<file path="src/rtl/pixel_reset_seq.sv">
module pixel_reset_seq #(
  parameter int CHAN_ID    = 5,
  parameter int CHAN_W     = 6,
  parameter int ADC_W      = 8,
  parameter int TS_W       = 16,
  parameter int SAMPLE_INT = 20,
  parameter int CNT_W      = 4,
  parameter int RW_W       = 4
) (
  input  logic                           clk,
  input  logic                           rst_n,
  input  logic                           chan_en,
  input  logic [1:0]                     mode,
  input  logic [CNT_W-1:0]               n_samples,
  input  logic [CNT_W-1:0]               max_samples,
  input  logic [ADC_W-1:0]               settle_tol,
  input  logic [RW_W-1:0]                rst_width,
  input  logic                           hit_in,
  input  logic                           ext_trig,
  input  logic                           cross_trig,
  input  logic                           periodic_trig,
  input  logic [TS_W-1:0]                timestamp,
  output logic                           hold_req,
  input  logic                           adc_done,
  input  logic [ADC_W-1:0]               adc_code,
  output logic                           fe_reset,
  output logic                           word_valid,
  input  logic                           word_ready,
  output logic [CHAN_W+2+TS_W+ADC_W-1:0] word_data
);
  localparam int WORD_W = CHAN_W + 2 + TS_W + ADC_W;
  localparam int ITV_W  = $clog2(SAMPLE_INT + 1);
  localparam logic [ITV_W-1:0] ITV_LAST = ITV_W'(SAMPLE_INT - 1);
  localparam logic [CNT_W:0]   ONE      = {{CNT_W{1'b0}}, 1'b1};

  typedef enum logic [1:0] {S_IDLE, S_SAMP, S_WAIT, S_RST} state_t;

  state_t             state;
  logic [1:0]         cause;
  logic [CNT_W-1:0]   cnt;
  logic [ADC_W-1:0]   prev;
  logic [ITV_W-1:0]   itv;
  logic [RW_W-1:0]    rcnt;

  logic               samp_trig, accept, settled, forced, last_samp, rst_end;
  logic [1:0]         cause_sel, wcause;
  logic [CNT_W:0]     cnt_nx, n_eff, max_eff;
  logic [ADC_W-1:0]   diff;

  assign samp_trig = hit_in | ext_trig | cross_trig;
  assign cause_sel = hit_in ? 2'b00 : (ext_trig ? 2'b01 : 2'b10);
  assign accept    = (state == S_IDLE) && chan_en && !word_valid;

  assign cnt_nx  = {1'b0, cnt} + ONE;
  assign n_eff   = (n_samples == '0)   ? ONE : {1'b0, n_samples};
  assign max_eff = (max_samples == '0) ? ONE : {1'b0, max_samples};
  assign diff    = (adc_code >= prev) ? adc_code - prev : prev - adc_code;
  assign settled = (cnt != '0) && (diff <= settle_tol);
  assign forced  = (mode == 2'b10) && !settled && (cnt_nx >= max_eff);
  assign wcause  = forced ? 2'b11 : cause;

  always_comb begin
    case (mode)
      2'b01:   last_samp = cnt_nx >= n_eff;
      2'b10:   last_samp = settled || (cnt_nx >= max_eff);
      default: last_samp = 1'b1;
    endcase
  end

  assign rst_end  = ({1'b0, rcnt} + {{RW_W{1'b0}}, 1'b1}) >= {1'b0, rst_width};
  assign hold_req = (state == S_SAMP) && chan_en;
  assign fe_reset = (state == S_RST) || !chan_en;

  always_ff @(posedge clk or negedge rst_n) begin
    if (!rst_n) begin
      state      <= S_IDLE;
      cause      <= 2'b00;
      cnt        <= '0;
      prev       <= '0;
      itv        <= '0;
      rcnt       <= '0;
      word_valid <= 1'b0;
      word_data  <= '0;
    end else begin
      if (word_valid && word_ready) word_valid <= 1'b0;
      if (itv != ITV_LAST) itv <= itv + 1'b1;
      if (!chan_en) begin
        state <= S_IDLE;
      end else begin
        case (state)
          S_IDLE: begin
            if (accept && samp_trig) begin
              state <= S_SAMP;
              cause <= cause_sel;
              cnt   <= '0;
              itv   <= '0;
            end else if (accept && periodic_trig) begin
              state <= S_RST;
              rcnt  <= '0;
            end
          end
          S_SAMP: begin
            if (adc_done) begin
              prev       <= adc_code;
              cnt        <= cnt_nx[CNT_W-1:0];
              word_valid <= 1'b1;
              word_data  <= {CHAN_W'(CHAN_ID), wcause, timestamp, adc_code};
              if (last_samp) begin
                state <= S_RST;
                rcnt  <= '0;
              end else begin
                state <= S_WAIT;
              end
            end
          end
          S_WAIT: begin
            if (itv == ITV_LAST && !word_valid) begin
              state <= S_SAMP;
              itv   <= '0;
            end
          end
          S_RST: begin
            if (rst_end) state <= S_IDLE;
            else         rcnt  <= rcnt + 1'b1;
          end
          default: state <= S_IDLE;
        endcase
      end
    end
  end
endmodule

</file>
<file path="config.mk">
export PLATFORM = sky130hd
export DESIGN_NAME = pixel_reset_seq
export DESIGN_NICKNAME = d
export VERILOG_FILES = /design/src/rtl/pixel_reset_seq.sv
export SDC_FILE = /design/constraint.sdc
export NUM_CORES = 1
export LEC_CHECK = 0
export ABC_AREA = 1
export BUFFER_PORTS_ARGS = -buffer_cell sky130_fd_sc_hd__buf_4
export CAP_MARGIN = 20
export CORE_AREA = 3 3 90 83
export DETAILED_ROUTE_END_ITERATION = 12
export DIE_AREA = 0 0 93 86
export MAX_ROUTING_LAYER = met4
export PLACE_DENSITY = 0.79
export SKIP_LAST_GASP = 1
export SYNTH_ARGS = -nofsm -noshare
export SYNTH_HDL_FRONTEND = slang
export SYNTH_SLANG_ARGS = --single-unit
export TNS_END_PERCENT = 5
</file>
<file path="constraint.sdc">
create_clock -name clk -period 3.86 [get_ports clk]
set_input_delay 0.193 -clock clk [delete_from_list [all_inputs] [get_ports clk]]
set_output_delay 0.193 -clock clk [all_outputs]
set_load 0.02 [all_outputs]
</file>
======== Word-level counts from Yosys, hierarchy flattened ========
Index checks and enable logic that the tools add are counted.
operators by class
  $add $sub $neg .......................... 6
  multiply operators ...................... 0
  div/mod/pow operators ................... 0
  $lt $le $gt $ge ......................... 5
  eq/ne operators ......................... 17
  shift operators ......................... 0
  multiplexer cells ....................... 33
  bitwise logic cells ..................... 2
  reductions and logical operators ........ 26
operators by type and width
  operator             count
  $mux 4               9
  $mux 5               4
  $mux 2               9
  $sub 8x8->8          2
  $ge 5x4->1           3
  $pmux 4 s3           1
  $add 4x1->5 const B  2
  $logic_and 1x1->1    10
  $pmux 5 s2           1
  $ne 3x3->1 const B   3
  $ge 8x8->1           1
  $le 8x8->1           1
  $logic_not 4->1      2
  $mux 8               1
  $ne 2x2->1 const B   4
  $pmux 2 s4           1
  $pmux 4 s2           1
  $reduce_and 4->1     2
  $reduce_and 7->1     1
  $eq 2x2->1 const B   3
  $reduce_and 3->1     2
  $add 5x1->5 const B  1
  $eq 5x5->1 const B   1
  $mux 1               5
  other kinds (13)     19
storage, ports and cells
  bits in registers ....................... 53
  latch bits .............................. 0
  RAM bits ................................ 0
  memory bits (read-only) ................. 0
  input bits .............................. 55
  word-level logic and storage cells ...... 97
  memories kept ........................... 0

======== Logic depth before layout (Yosys ltp) ========
Gate-level depths: netlist of run 1.
  depth in word-level cells ............... 10
  mapped depth ............................ 27
  depth with buffers taken out ............ 25

======== Worst setup path after synthesis of run 1 ========
No wires, ideal clock.
  path type ............................... register to register
  from .................................... register prev[0]
  to ...................................... register rcnt[0]
  library setup time ...................... 117 ps
  arrival ................................. 2886 ps
  slack ................................... 857 ps
  stages on the path, launching flop included .. 25
  period minus slack after synthesis ...... 3003 ps
  path through ............................ dfrtp_1 -> ha_1 -> inv_1 -> fa_1 -> nand2_1 -> and3_1 -> inv_1 -> nand2_1 -> nand3_1 -> buf_4 -> a21oi_1 -> a21oi_1 -> ha_1 -> nand2_1 -> inv_1 -> o21ai_0 -> nand2_1 -> nand2_1 -> nand2_1 -> nand2_1 -> nand3_1 -> nand3_1 -> nand2_2 -> nand2_1 -> nand2_1
between the ends
  cells in the longest elaborated chain, start to end .. 8
  elaborated cells between the ends (all ways) .. 10
  classes of those cells .................. add/sub (2); order compare (2); eq/ne (1); mux (2); reduce/logical (3)
RTL lines
  element                                    RTL line  source
  start: declaration                         41        logic [ADC_W-1:0] prev;
  start signal: assignment                   104       prev <= adc_code;
  $sub 8x8->8 or $ge 8x8->1 (tied branches)  57        assign diff = (adc_code >= prev) ? adc_code - prev : prev - adc_code;
  $mux 8 (*)                                 57
  $le 8x8->1 (*)                             58        assign settled = (cnt != '0) && (diff <= settle_tol);
  $logic_and 1x1->1 (*)                      58
  $logic_or 1x1->1 (*)                       65        2'b10: last_samp = settled || (cnt_nx >= max_eff);
  $pmux 1 s2 (*)                             63        case (mode)
  $ne 2x2->1 (no source line) (*)            --
  $reduce_and 7->1 (no source line) (*)      --
  end signal: assignment                     124       else rcnt <= rcnt + 1'b1;
  end: declaration                           43        logic [RW_W-1:0] rcnt;
Mark *: on every way between the ends. The rest lies on a longest branch, timed or not.
A chain may end at the register's enable or synchronous reset.

======== Final worst setup path of run 1 ========
  from .................................... register prev[0]
  to ...................................... register rcnt[3]
The elaborated chain is that of the path after synthesis.

==> results of run 1 <==
## final cells by class
class                   count  area (um^2)  share of cell area
well taps                  90          113              0.0265
inverters                  87          328              0.0770
clock inverters             3         25.0             0.00588
repair buffers             87          656               0.154
multi-input cells         328         1940               0.456
clock buffers               5         68.8              0.0162
flip-flops and latches     45         1130               0.265
## worst max-delay path: cells and delay by family (launching register included)
family	cells	cell delay (ns)
buffers and inverters	4	0.35
adder cells (fa/ha/maj)	3	0.85
flip-flops	1	0.39
AND/OR/NAND/NOR	15	1.68
## metal layers
metal | wire length (um) | share of wire
met3 | 347 | 0.045
met5 | 0 | 0
met4 | 64 | 0.0082
met1 | 3410 | 0.44
met2 | 3950 | 0.51
## cells in the final DEF (no fill, tap or decap), types with 3 or more instances in the layout
master / n
nor2_1: 27
nand4_1: 6
nand2_1: 129
nand3_1: 22
inv_2: 4
xor2_1: 12
clkbuf_8: 5
o21ai_0: 17
inv_1: 82
buf_4: 86
nand2_2: 11
ha_1: 41
a21oi_1: 17
o21bai_1: 3
dfrtp_1: 45
nor3_1: 4
conb_1: 4
o21ai_1: 8
xnor2_1: 3
## final timing paths
path | endpoint | depth (start not counted) | slack (ns)
max in group asynchronous | state[0] | 2 | 3.06
worst min register to register | word_data[16] | 2 | 0.48
min in group asynchronous | prev[3] | 2 | 0.42
worst max register to register | rcnt[3] | 22 | 0.50
worst min-delay path | word_valid | 2 | 0.04
worst max-delay path | rcnt[3] | 22 | 0.50
## power breakdown
group	switching (uW)	internal, uW
sequential	156	669
combinational	1180	809
clock	177	131
total	1520	1610
## flip-flops by register name, indices dropped and copies added (netlist names)
register and count:
word_data 20, prev 7, itv 5, cnt 4, rcnt 4, cause 2, state 2, word_valid 1
## metrics by stage
stage / area (um^2) / util
finish: 4260 / 0.646
global route: 4260 / 0.646
CTS: 4260 / 0.646
detailed placement: 4150 / 0.631
global placement: 4150 / 0.631
floorplan: 3490 / -
## kinds of logic after synthesis
kind of cell	after synthesis	share of synthesized area
AOI/OAI and AO/OA	55	0.0912
xor gates and xnor gates	15	0.0377
adders and majority gates	43	0.159
buffers and inverters	101	0.123
DFF	45	0.323
other	1	0.00108
and+or+nand+nor	211	0.265
==> results.txt, run 1 <==
* Flip-flop cell with the highest count after synthesis: dfrtp_1
- Clock tree from TritonCTS: built
- Number of flops mapped to enable cells by yosys: 0
- The most numerous cell type found on the critical path is nand2_1.
- Max stage delay cell, worst path: fa_1
* Final worst clock skew: 0.00496 ns
* Required time of the worst setup path: 4.06 ns
- The cell sitting at the root of the clock tree is a clkbuf_8.
* Number of placed I/O pins: 90
- The worst setup path is launched from a flop.
* Effective utilization at floorplan: 0.529
- From bottom edge to top edge, the die measures approximately 86 um.
- Fraction of met1 tracks used by global routing: 0.268
* Chain of cells forming the critical path: ha_1, inv_1, fa_1, nand2_1, and3_1, inv_1, nand2_1, nand3_1, inv_1, nand2_1, nand2_1, inv_1, ha_1, nand2_1, nor2_1, nand4_1, nand2_1, nand3_1, nand3_1, nand2_2, nand2_1, nand2_1
- Max-Cap Viols: 0
- Instance count after placement with tap cells included: 636
- Net count reported at finish: 652
- Period utilization: 0.871
- In this run the cell area of the synthesized design comes to 3480 um^2.
- Synthesized area per cell: between 7 and 8 um^2
- Synthesized flop and latch total: 45
* Vias per std cell: 4.84
- Setup TNS: 0 ns
* Clock period minus final worst setup slack: 3.36 ns
- The detail route stage leaves a number of antenna-violating nets equal to 0.
* Most heavily used metal layer in global routing: met2
* Count of yosys warnings during synthesis: 0
- The synthesized netlist contains 40 unique library cells.
* First-pass GRT wire length: around 13000 um
- The tightest min-delay check is of the primary input to flop type.
- The flow ran to the end, and the final reports show no timing, DRC or antenna violations.
* Met2 capacity usage during global routing: 0.346
- Number of global-route vias before repair: 2958
* Number of max-slew violations in the final report: 0
* Number of buffers created by CTS: 5
- Final Hold Violating Endpoints: 0
- Critical Path Max Stage Delay: 0.40 ns
- Synth top area share: 0.323
- Area leader, netlist: dfrtp_1
- R2R Path Start: prev[0]
- Least-Margin Pin Slew: 0.561 ns
* Ranking of synthesized cells by instance count: nand2_1, inv_1, dfrtp_1
* Design Power: ~3100 uW
* Number of setup buffers added after CTS: 0
- Row generation in the floorplan step produced 28 rows.
- Static timing analysis puts the maximum clock frequency at 297 MHz.
- Across every metal layer, demand over resource in global routing totals 0.207.
- CTS saw 45 sinks.
- Maximum buffer depth of the clock tree: 2
- After synthesis, the share of flip-flops with an asynchronous set or reset is 1.00.
- Number of levels the H-tree was split into: 2
- The die covers between 7000 and 8000 um^2.
- Worst Min Path Start: word_ready
- Endpoint class of the critical path: flop
- Largest cells by area after synthesis: dfrtp_1, ha_1, nand2_1, inv_1, nand3_1
* Final hold slack: 0.0395 ns
- The worst setup path is of the flop to flop kind.
- DRC violations left: 0
- Launch point of the critical path: prev[0]
- The die is 93 um wide.
- In this run the static leakage power is 0.00243 uW.
- Unrepaired setup endpoints after global routing: no
* Number of DRC markers after the initial detailed-route iteration: 123
- Summed over all layers, the global routing overflow is 0.
- The worst path meets setup with 0.497 ns of slack.
- Wire per inst: approximately 12 um
- Post-synthesis sequential area ratio: 0.323
- Final wirelength: 7770 um
- The initial antenna violation count came to 0.
* Gpl congestion: 0.897
* Headroom to the max-slew limit: 0.626
- Once the clock tree was built, the resizer swapped 0 gates to a different size.
- Clock-pin slew reported for the worst setup and hold paths after clock tree synthesis: 0.10 ns
- Most common cell in the netlist: nand2_1
* Largest net degree at the start of global routing: 46
- The area growth from synthesis to layout is 22.2%.
- Number of standard cells after synthesis: 471
- The core region is between 6000 and 7000 um^2.
- Setup violations remaining at the end of the flow were counted as 0.
* Arrival time of data at the critical path endpoint: 3.57 ns
- Port buffering added 85 buffers.
- Timing analysis after detailed placement gives a worst setup slack of 0.512 ns.
- The filler cells instantiated in the layout total between 600 and 700.
- Summed over all nets, the half-perimeter wirelength after detailed placement is 6240 um.
- Number of iterations in the first detailed-routing pass: 4
* Layout cells sized above 1: 0.222
- Global Route met3 Usage: 0.0298
- Clock network latency to the later pin of the worst-skew pair: 0.31 ns
- Final cell count without fillers: 645
- The final route contains 3120 vias.
- Antenna Cells: 0
- IR Drop Worst-Case VDD: 0.000345 V
- Along the worst path, the maximum fanout reaches 11.
- Dividing total power by cell area gives a power density of 734 nW/um^2.
* # hold bufs at CTS: 1
No activity file was read; power rests on OpenSTA's default activity.
==> inputs of run 2 (changes only) <==
--- a/config.mk
+++ b/config.mk
@@ -5,14 +5,13 @@
 export SDC_FILE = /design/constraint.sdc
 export NUM_CORES = 1
 export LEC_CHECK = 0
-export ABC_AREA = 1
 export BUFFER_PORTS_ARGS = -buffer_cell sky130_fd_sc_hd__buf_4
 export CAP_MARGIN = 20
-export CORE_AREA = 3 3 90 83
+export CORE_AREA = 3 3 88 82
 export DETAILED_ROUTE_END_ITERATION = 12
-export DIE_AREA = 0 0 93 86
+export DIE_AREA = 0 0 91 85
 export MAX_ROUTING_LAYER = met4
-export PLACE_DENSITY = 0.79
+export PLACE_DENSITY = 0.78
 export SKIP_LAST_GASP = 1
 export SYNTH_ARGS = -nofsm -noshare
 export SYNTH_HDL_FRONTEND = slang
==> run 2 against run 1 <==
Against the previous run:
- final cell count fell by 13%
- sequential power increased by 5.8%
- synthesized cell count decreased by 17%
- register-to-register slack worse by 0.27 ns
- global-route usage down 0.87 points
- sequential share of layout area is 0.98 points higher
- clock-buffer cell count increased by 2
- critical path type unchanged
- largest cell class unchanged
- largest power group unchanged
- highest routed layer unchanged
==> results.txt, run 2 <==
- The area used by multi-input combinational logic came to 1950 um^2 (+0.71%).
- Adder and majority gate portion of the synthesized area: 0.167 (+0.00778)
- The placed wire-length estimate after detailed placement was 5830 um (-6.6%).
- Setup TNS: 0 ns (unchanged)
* Effective utilization at floorplan: 0.515 (-0.0137)
- Largest net degree at the start of global routing: 46 (unchanged)
- Ranked by flip-flop count, first place goes to word_data.
- The synthesized area per cell is 8.54 um^2 (+15%).
- Netlist area before placement: 3320 um^2 (-4.7%)
- # port buffers: 85 (unchanged)
- By instance count, the cell type seen most on the critical path is ha_1.
* Clock period minus final worst setup slack: 3.63 ns (+0.269 ns)
- STA classifies the critical path endpoint as a flop.
- Gpl congestion: 0.858 (-4.3%)
- The cell count after synthesis came to 389 (-17%).
- Clk sinks: 45 (unchanged)
* Top achievable clock speed: 275 MHz (-7.4%)
* Global Route Usage Sum: 0.198 (-0.00865)
- The global-route track usage on met1 was 0.269 (+0.00120).
- Instance count after placement with tap cells included: 553 (-13%)
- Relative to the synthesized area, the layout overhead comes to 23.6%.
- The number of global-route vias before repair was 2797 (-5.4%).
- The initial antenna violation count was 0 (unchanged).
- The total placed instance area came to 4010 um^2 (-3.5%).
- Register area: 1130 um^2 (unchanged)
* Worst-path fanout max: 11 (unchanged)
* Required time of the worst setup path: 4.10 ns (+0.04 ns)
- Most heavily used metal layer in global routing: met2
* Post-route standard cell area excluding fillers: 4110 um^2 (-3.6%)
- The remaining design rule violation count came to 0 (unchanged).
- Antenna Cells: 0 (unchanged)
- Power density cells: 723 nW/um^2 (-1.5%)
* Number of placed I/O pins: 90 (unchanged)
* Number of iterations in the first detailed-routing pass: 4 (unchanged)
- In the post-synthesis netlist, the biggest area contributors are dfrtp_1, ha_1, nand2_1, inv_1, o21ai_0.
* Area fraction in and, or, nand and nor cells after synthesis: 0.199 (-0.0661)
- Global route overflow: 0 (unchanged)
- Global Route met3 Usage: 0.0346 (+0.00475)
- Share of the synthesized netlist area taken by xor and xnor gates: 0.0369 (-0.000790)
- The total number of nets in the final design is 569 (-13%).
* Synth top area share: 0.339 (+0.0158)
* Final Setup Violations: 0 (unchanged)
- Synth Area in Compound Gates: 0.154 (+0.0629)
- Final cell count without fillers: 562 (-13%)
- The data arrival time at the worst-slack endpoint came to 3.87 ns (+0.30 ns).
- Leaving out fill and tap cells, the most frequent cell in the layout is buf_4.
- Final Hold Violating Endpoints: 0 (unchanged)
* Met2 capacity usage during global routing: 0.315 (-0.0311)
- The number of violations reported at the end of detailed-routing iteration 0 came to 107 (-13%).
- The largest voltage drop on the vdd net was 0.000403 V (+17%).
* Wire per inst: 12.9 um (+7.2%)
- STA classifies the critical path startpoint as a flop.
- Post-synthesis sequential area ratio: 0.339 (+0.0158)
- By instance count, the leading cell after synthesis is nand2_1.
* Max stage delay cell, worst path: fa_1
- The flip-flop and latch count after synthesis was 45 (unchanged).
- Chain of cells forming the critical path: ha_1, inv_1, fa_1, nand3_1, nand4b_1, a221oi_2, buf_4, mux2_2, ha_1, nor2b_1, o211ai_1, a21oi_1, o31ai_2, a311o_1, o2111a_1
- Core Rows: 28 (unchanged)
- The number of buffers on the longest clock path is 2 (unchanged).
* Number of flops mapped to enable cells by yosys: 0 (unchanged)
- Least-Margin Pin Slew: 0.703 ns (+0.141 ns)
- Sum of buffers and inverters on the critical path: 2 (-2)
* Post-synthesis async set-or-reset flop share: 1.00 (unchanged)
- The count of buffers added by post-CTS timing repair for setup is 0 (unchanged).
- The vias after detailed routing came to 2887 (-7.5%).
- The post-detailed-route count of antenna-violating nets came to 0 (unchanged).
- Startpoint-to-endpoint class of the critical path: flop to flop
- The worst max-slew margin expressed relative to the limit was 0.530 (-0.0952).
- Ranking of synthesized cells by instance count: nand2_1, dfrtp_1, inv_1
- In the synthesized netlist the dominant register cell turns out to be dfrtp_1.
- Fill cells: 585 (-4.1%)
- The H-tree level count came to 2 (unchanged).
* Largest registers: word_data: 20 flops, prev: 7 flops, itv: 5 flops
- Unrepaired setup endpoints after global routing: no
* Die width: 91 um (-2.2%)
- Count of yosys warnings during synthesis: 0 (unchanged)
- Flip-flop count of the largest register, all copies and words added: 20 (unchanged)
- Max-Cap Viols: 0 (unchanged)
- The die outline area came to 7740 um^2 (-3.3%).
- Layout cells sized above 1: 0.225 (+0.00295)
* Final hold slack: 0.0652 ns (+0.0257 ns)
* Critical Path Max Stage Delay: 0.39 ns (about the same)
- The number of buffers added by the clock tree synthesis step is 5 (unchanged).
* Clk Tree Root Cell: clkbuf_8
- Static Leak: 0.00219 uW (-10%)
- Clock-pin slew reported for the worst setup and hold paths after clock tree synthesis: 0.08 ns (-0.02 ns)
- In the layout the commonest cells are buf_4, nand2_1, dfrtp_1.
* Number of different library cells in the post-synthesis netlist: 54 (+35%)
- The mux share of post-synthesis cell area is 0.0260 (+0.0260).
* Final worst clock skew: 0.00358 ns (-0.00138 ns)
- The tightest min-delay check is of the primary input to flop type.
* Main combinational cell family by area after synthesis: simple AND/OR/NAND/NOR gates
- Period utilization: 0.941 (+0.0697)
- Final core area utilization: 0.637 (-0.00944)
* Run status: completed
- The insertion delay to the later sink of the worst-skew pair was 0.29 ns (-0.02 ns).
- First-pass GRT wire length: 12300 um (-6.6%)
* Final wirelength: 7250 um (-6.6%)
- Vias per std cell: 5.14 (+6.2%)
- Floorplan core area: 6450 um^2 (-2.1%)
- The number of pins with negative max-slew slack in the final report was 0 (unchanged).
- Die Span Y: 85 um (-1.2%)
- Cell family with most CP delay: compound AO/OA/AOI/OAI gates
* Clock tree from TritonCTS: built
* Area leader, netlist: dfrtp_1
[run 2: changes by cell type after synthesis, sizes merged, moves of 6 or more]
cell / delta
a31oi: +6
inv: -42
mux2i: +6
nand2: -63
nand3: -16
nor2: -11
nor2b: +8
[run 2: power by group]
| group | switching (uW) | total (uW) | internal, uW |
|---|---|---|---|
| clock | 154 | 282 | 128 |
| sequential | 195 | 873 | 678 |
| combinational | 1000 | 1810 | 809 |
[run 2: through the flow]
stage / total power (uW) / setup WS [ns]
after floorplan: 2100 / 0.372
after global placement: 2610 / 0.245
after detailed placement: 2680 / 0.0909
after CTS: 2980 / 0.0674
after global routing: 3240 / 0.0185
final: 2970 / 0.228
[run 2: logic make-up after synthesis]
logic type	after synthesis
fa+ha+maj	43
simple gates	138
flops	45
other cells	1
xor+xnor	14
mux	8
buf+inv	60
compound gates	80
[run 2: what timing repair did]
action | in CTS | in global routing
hold endpoints to repair | 45 | 0
gates resized for setup | 0 | 1
endpoints found under the setup margin | 0 | 5
hold buffers | 1 | 0
[run 2: area by class of cell]
type / count / share of cell area
Sequential cell: 45 / 0.274
Tap cell: 90 / 0.0274
Timing Repair Buffer: 88 / 0.162
Multi-Input combinational cell: 287 / 0.476
Clock inverter: 1 / 0.00183
Clock buffer: 7 / 0.0186
Inverter: 44 / 0.0402
[run 2: final timing paths]
| kind | startpoint | end | slack, ns | depth (start not counted) |
|---|---|---|---|---|
| min | word_ready | word_valid | 0.07 | 2 |
| min reg2reg | word_data[14] | word_data[14] | 0.48 | 2 |
| max in group asynchronous | rst_n | prev[6] | 3.06 | 2 |
| max | prev[0] | state[0] | 0.23 | 15 |
| min in group asynchronous | rst_n | word_data[14] | 0.43 | 2 |
| max reg2reg | prev[0] | state[0] | 0.23 | 15 |
[run 2: routing by layer]
| metal | up-vias | part of all wire | routed length (um) |
|---|---|---|---|
| met4 | 0 | 0.0061 | 44 |
| met5 | - | 0 | 0 |
| met1 | 1341 | 0.49 | 3550 |
| met3 | 7 | 0.050 | 366 |
| li1 | 1460 | - | - |
| met2 | 79 | 0.45 | 3290 |
==> inputs of run 3 (changes only) <==
--- a/config.mk
+++ b/config.mk
@@ -5,13 +5,14 @@
 export SDC_FILE = /design/constraint.sdc
 export NUM_CORES = 1
 export LEC_CHECK = 0
+export ABC_AREA = 1
 export BUFFER_PORTS_ARGS = -buffer_cell sky130_fd_sc_hd__buf_4
 export CAP_MARGIN = 20
-export CORE_AREA = 3 3 88 82
+export CORE_AREA = 3 3 90 83
 export DETAILED_ROUTE_END_ITERATION = 12
-export DIE_AREA = 0 0 91 85
+export DIE_AREA = 0 0 93 86
 export MAX_ROUTING_LAYER = met4
-export PLACE_DENSITY = 0.78
+export PLACE_DENSITY = 0.87
 export SKIP_LAST_GASP = 1
 export SYNTH_ARGS = -nofsm -noshare
 export SYNTH_HDL_FRONTEND = slang
==> run 3 against run 2 <==
Against the previous run:
- non-clock buffer count fell by 1
- clock-buffer cell count fell by 2
- clock power rose by 35%
- maximum frequency rose by 6.8%
- first-iteration DRC count rose by 27%
- combinational power rose by 10%
- register-to-register slack improved by 0.23 ns
- critical path type unchanged
==> results.txt, run 3 (synthesis results as in run 1) <==
- The flow ran to the end, and the final reports show no timing, DRC or antenna violations.
* Largest net degree at the start of global routing: 46 (unchanged)
* Setup slack of the critical path after layout: 0.458 ns (+0.231 ns)
* Number of buffers created by CTS: 5 (unchanged)
- Floorplan core area: 6590 um^2 (+2.2%)
* Layout cells sized above 1: 0.222 (-0.00295)
* Internal Dissipation: 1680 uW (+3.7%)
- Vias per std cell: 4.86 (-5.4%)
* Core Rows: 28 (unchanged)
- The first-pass GRT wire length is 12900 um (+4.2%).
- Die Area: 8000 um^2 (+3.4%)
- Number of antenna violations at the first check in global routing: 0 (unchanged)
- HPWL after detailed placement: 6200 um (+6.2%)
* Final wirelength: 7710 um (+6.3%)
- The count of buffers added by post-CTS timing repair for setup was 0 (unchanged).
* Global Route Usage Sum: 0.201 (+0.00341)
- The final setup violation count is 0 (unchanged).
- Design Power: 3210 uW (+8.2%)
- Post-synthesis to final-layout area growth: 22.9%
- Class of the most critical hold timing path: primary input to flop
- STA classifies the critical path endpoint as a flop.
- The quantity of gates resized following cts is 0 (unchanged).
* Most common cell after layout, fill and taps aside: nand2_1
- Power spent charging and discharging nets: 1540 uW (+14%)
- Number of DRC markers after the initial detailed-route iteration: 136 (+27%)
- The number of iterations in the first detailed-routing pass came to 4 (unchanged).
* Setup TNS: 0 ns (unchanged)
- Clk network pwr share: 0.119 (+0.024)
* Clock-pin slew reported for the worst setup and hold paths after clock tree synthesis: 0.10 ns (+0.02 ns)
- The net switching fraction of the power is 0.478 (+0.0225).
* Largest Register: word_data
- The power density over cell area was 750 nW/um^2 (+3.7%).
- Die width: 93 um (+2.2%)
* Final cell count without fillers: 645 (+15%)
- The largest registers in the layout are word_data: 20 flops, prev: 7 flops, itv: 5 flops.
* Maximum buffer depth of the clock tree: 2 (unchanged)
- Die Span Y: 86 um (+1.2%)
* IR Drop Worst-Case VDD: 0.000376 V (-6.8%)
- The vias after detailed routing came to 3136 (+8.6%).
* Final worst clock skew: 0.00484 ns (+0.00126 ns)
- The number of pins with negative max-slew slack in the final report is 0 (unchanged).
- The total I/O pin count is 90 (unchanged).
- Antenna Cells: 0 (unchanged)
- Clk sinks: 45 (unchanged)
- Share of power burned in registers: 0.259 (-0.035)
* Net count reported at finish: 652 (+15%)
- Max-Cap Viols: 0 (unchanged)
- Global route overflow: 0 (unchanged)
- Required time of the worst setup path: 4.07 ns (-0.03 ns)
- The library cells used most frequently in the layout, excluding fill and tap cells, are nand2_1, buf_4, inv_1.
- Startpoint-to-endpoint class of the critical path: flop to flop
- The final weighted congestion in routability-driven placement is 0.999 (+16%).
- Flip-flop count of the largest register, all copies and words added: 20 (unchanged)
- Unrepaired setup endpoints after global routing: no
- Static Leak: 0.00245 uW (+12%)
- Relative contribution of combinational cells to total power: 0.622 (+0.011)
- Period utilization: 0.881 (-0.0598)
- The tree is rooted in a clkbuf_8.
- DRC violations left: 0 (unchanged)
- Clock network latency to the later pin of the worst-skew pair: 0.31 ns (+0.02 ns)
- Instance count after placement with tap cells included: 636 (+15%)
- The number of hold-slack violations in the final timing report is 0 (unchanged).
- The maximum frequency from static timing analysis came to 294 MHz (+6.8%).
- Worst-path fanout max: 11 (unchanged)
- # port buffers: 85 (unchanged)
- The number of hold-repair buffers added at the cts stage is 1 (unchanged).
- Clock period minus final worst setup slack: 3.40 ns (-0.231 ns)
* Arrival time of data at the critical path endpoint: 3.61 ns (-0.26 ns)
- Number of global-route vias before repair: 3022 (+8.0%)
- Clock tree from TritonCTS: built
* Effective utilization at floorplan: 0.529 (+0.0137)
- The slew of the pin with the lowest slew margin came to 0.572 ns (-0.130 ns).
* Number of levels the H-tree was split into: 2 (unchanged)
- The average wire per cell in the routed design was 12.0 um (-7.3%).
- Kind of start point of the critical path: flop
* Pre-CTS worst setup slack: 0.481 ns (+0.390 ns)
* Headroom to the max-slew limit: 0.618 (+0.0879)
- The post-detailed-route count of antenna-violating nets came to 0 (unchanged).
run 3: worst paths after layout:
| check | from | slack (ns) | endpoint | cells past startpoint |
|---|---|---|---|---|
| setup reg to reg | prev[0] | 0.46 | rcnt[2] | 22 |
| hold reg to reg | word_data[17] | 0.48 | word_data[17] | 2 |
| max in group asynchronous | rst_n | 3.05 | state[0] | 2 |
| min in group asynchronous | rst_n | 0.42 | prev[1] | 2 |
| hold / removal | word_ready | 0.04 | word_valid | 2 |
| setup / recovery | prev[0] | 0.46 | rcnt[2] | 22 |
run 3: power groups by stage:
stage	combinational [uW]	clock (uW)	sequential (uW)
6_report	2000	382	830
5_1_grt	2280	407	857
4_1_cts	2010	392	830
3_5_place_dp	1990	0	835
3_3_place_gp	1930	0	827
2_1_floorplan	1290	0	972
run 3: final cells by class:
class | count | area (um^2)
Fill cell | 581 | 2300
Sequential cell | 45 | 1130
Clock buffer | 5 | 68.8
Tap cell | 90 | 113
Multi-Input combinational cell | 328 | 1940
Clock inverter | 3 | 50.0
Inverter | 87 | 328
Timing Repair Buffer | 87 | 656
run 3: metrics by stage:
step | instance area, um^2 | hold WS (ns) | util
2_1_floorplan | 3490 | -0.103 | -
3_3_place_gp | 4150 | 0.226 | 0.631
3_5_place_dp | 4150 | 0.232 | 0.631
4_1_cts | 4280 | 0.0274 | 0.650
5_1_grt | 4280 | 0.0364 | 0.650
6_report | 4280 | 0.0357 | 0.650
run 3: critical path, stage by stage (launching register included):
cell	delay (ns)
dfrtp_1	0.39
ha_1	0.18
inv_1	0.05
fa_1	0.39
nand2_1	0.09
and3_1	0.21
inv_1	0.06
nand2_1	0.05
nand3_1	0.27
inv_1	0.22
nand2_1	0.07
nand2_1	0.07
inv_1	0.04
ha_1	0.28
a21oi_1	0.15
o21a_1	0.13
nand2_1	0.05
nand2_1	0.06
nand3_1	0.11
nand3_1	0.19
nand2_2	0.10
nand2_1	0.08
nand2_1	0.05
run 3: per-layer routing:
metal,GRT usage,vias up,routed length (um)
li1,-,1621,-
met1,0.242,1420,3280
met2,0.348,83,3920
met3,0.0377,12,410
met4,0.0533,0,104
met5,-,-,0
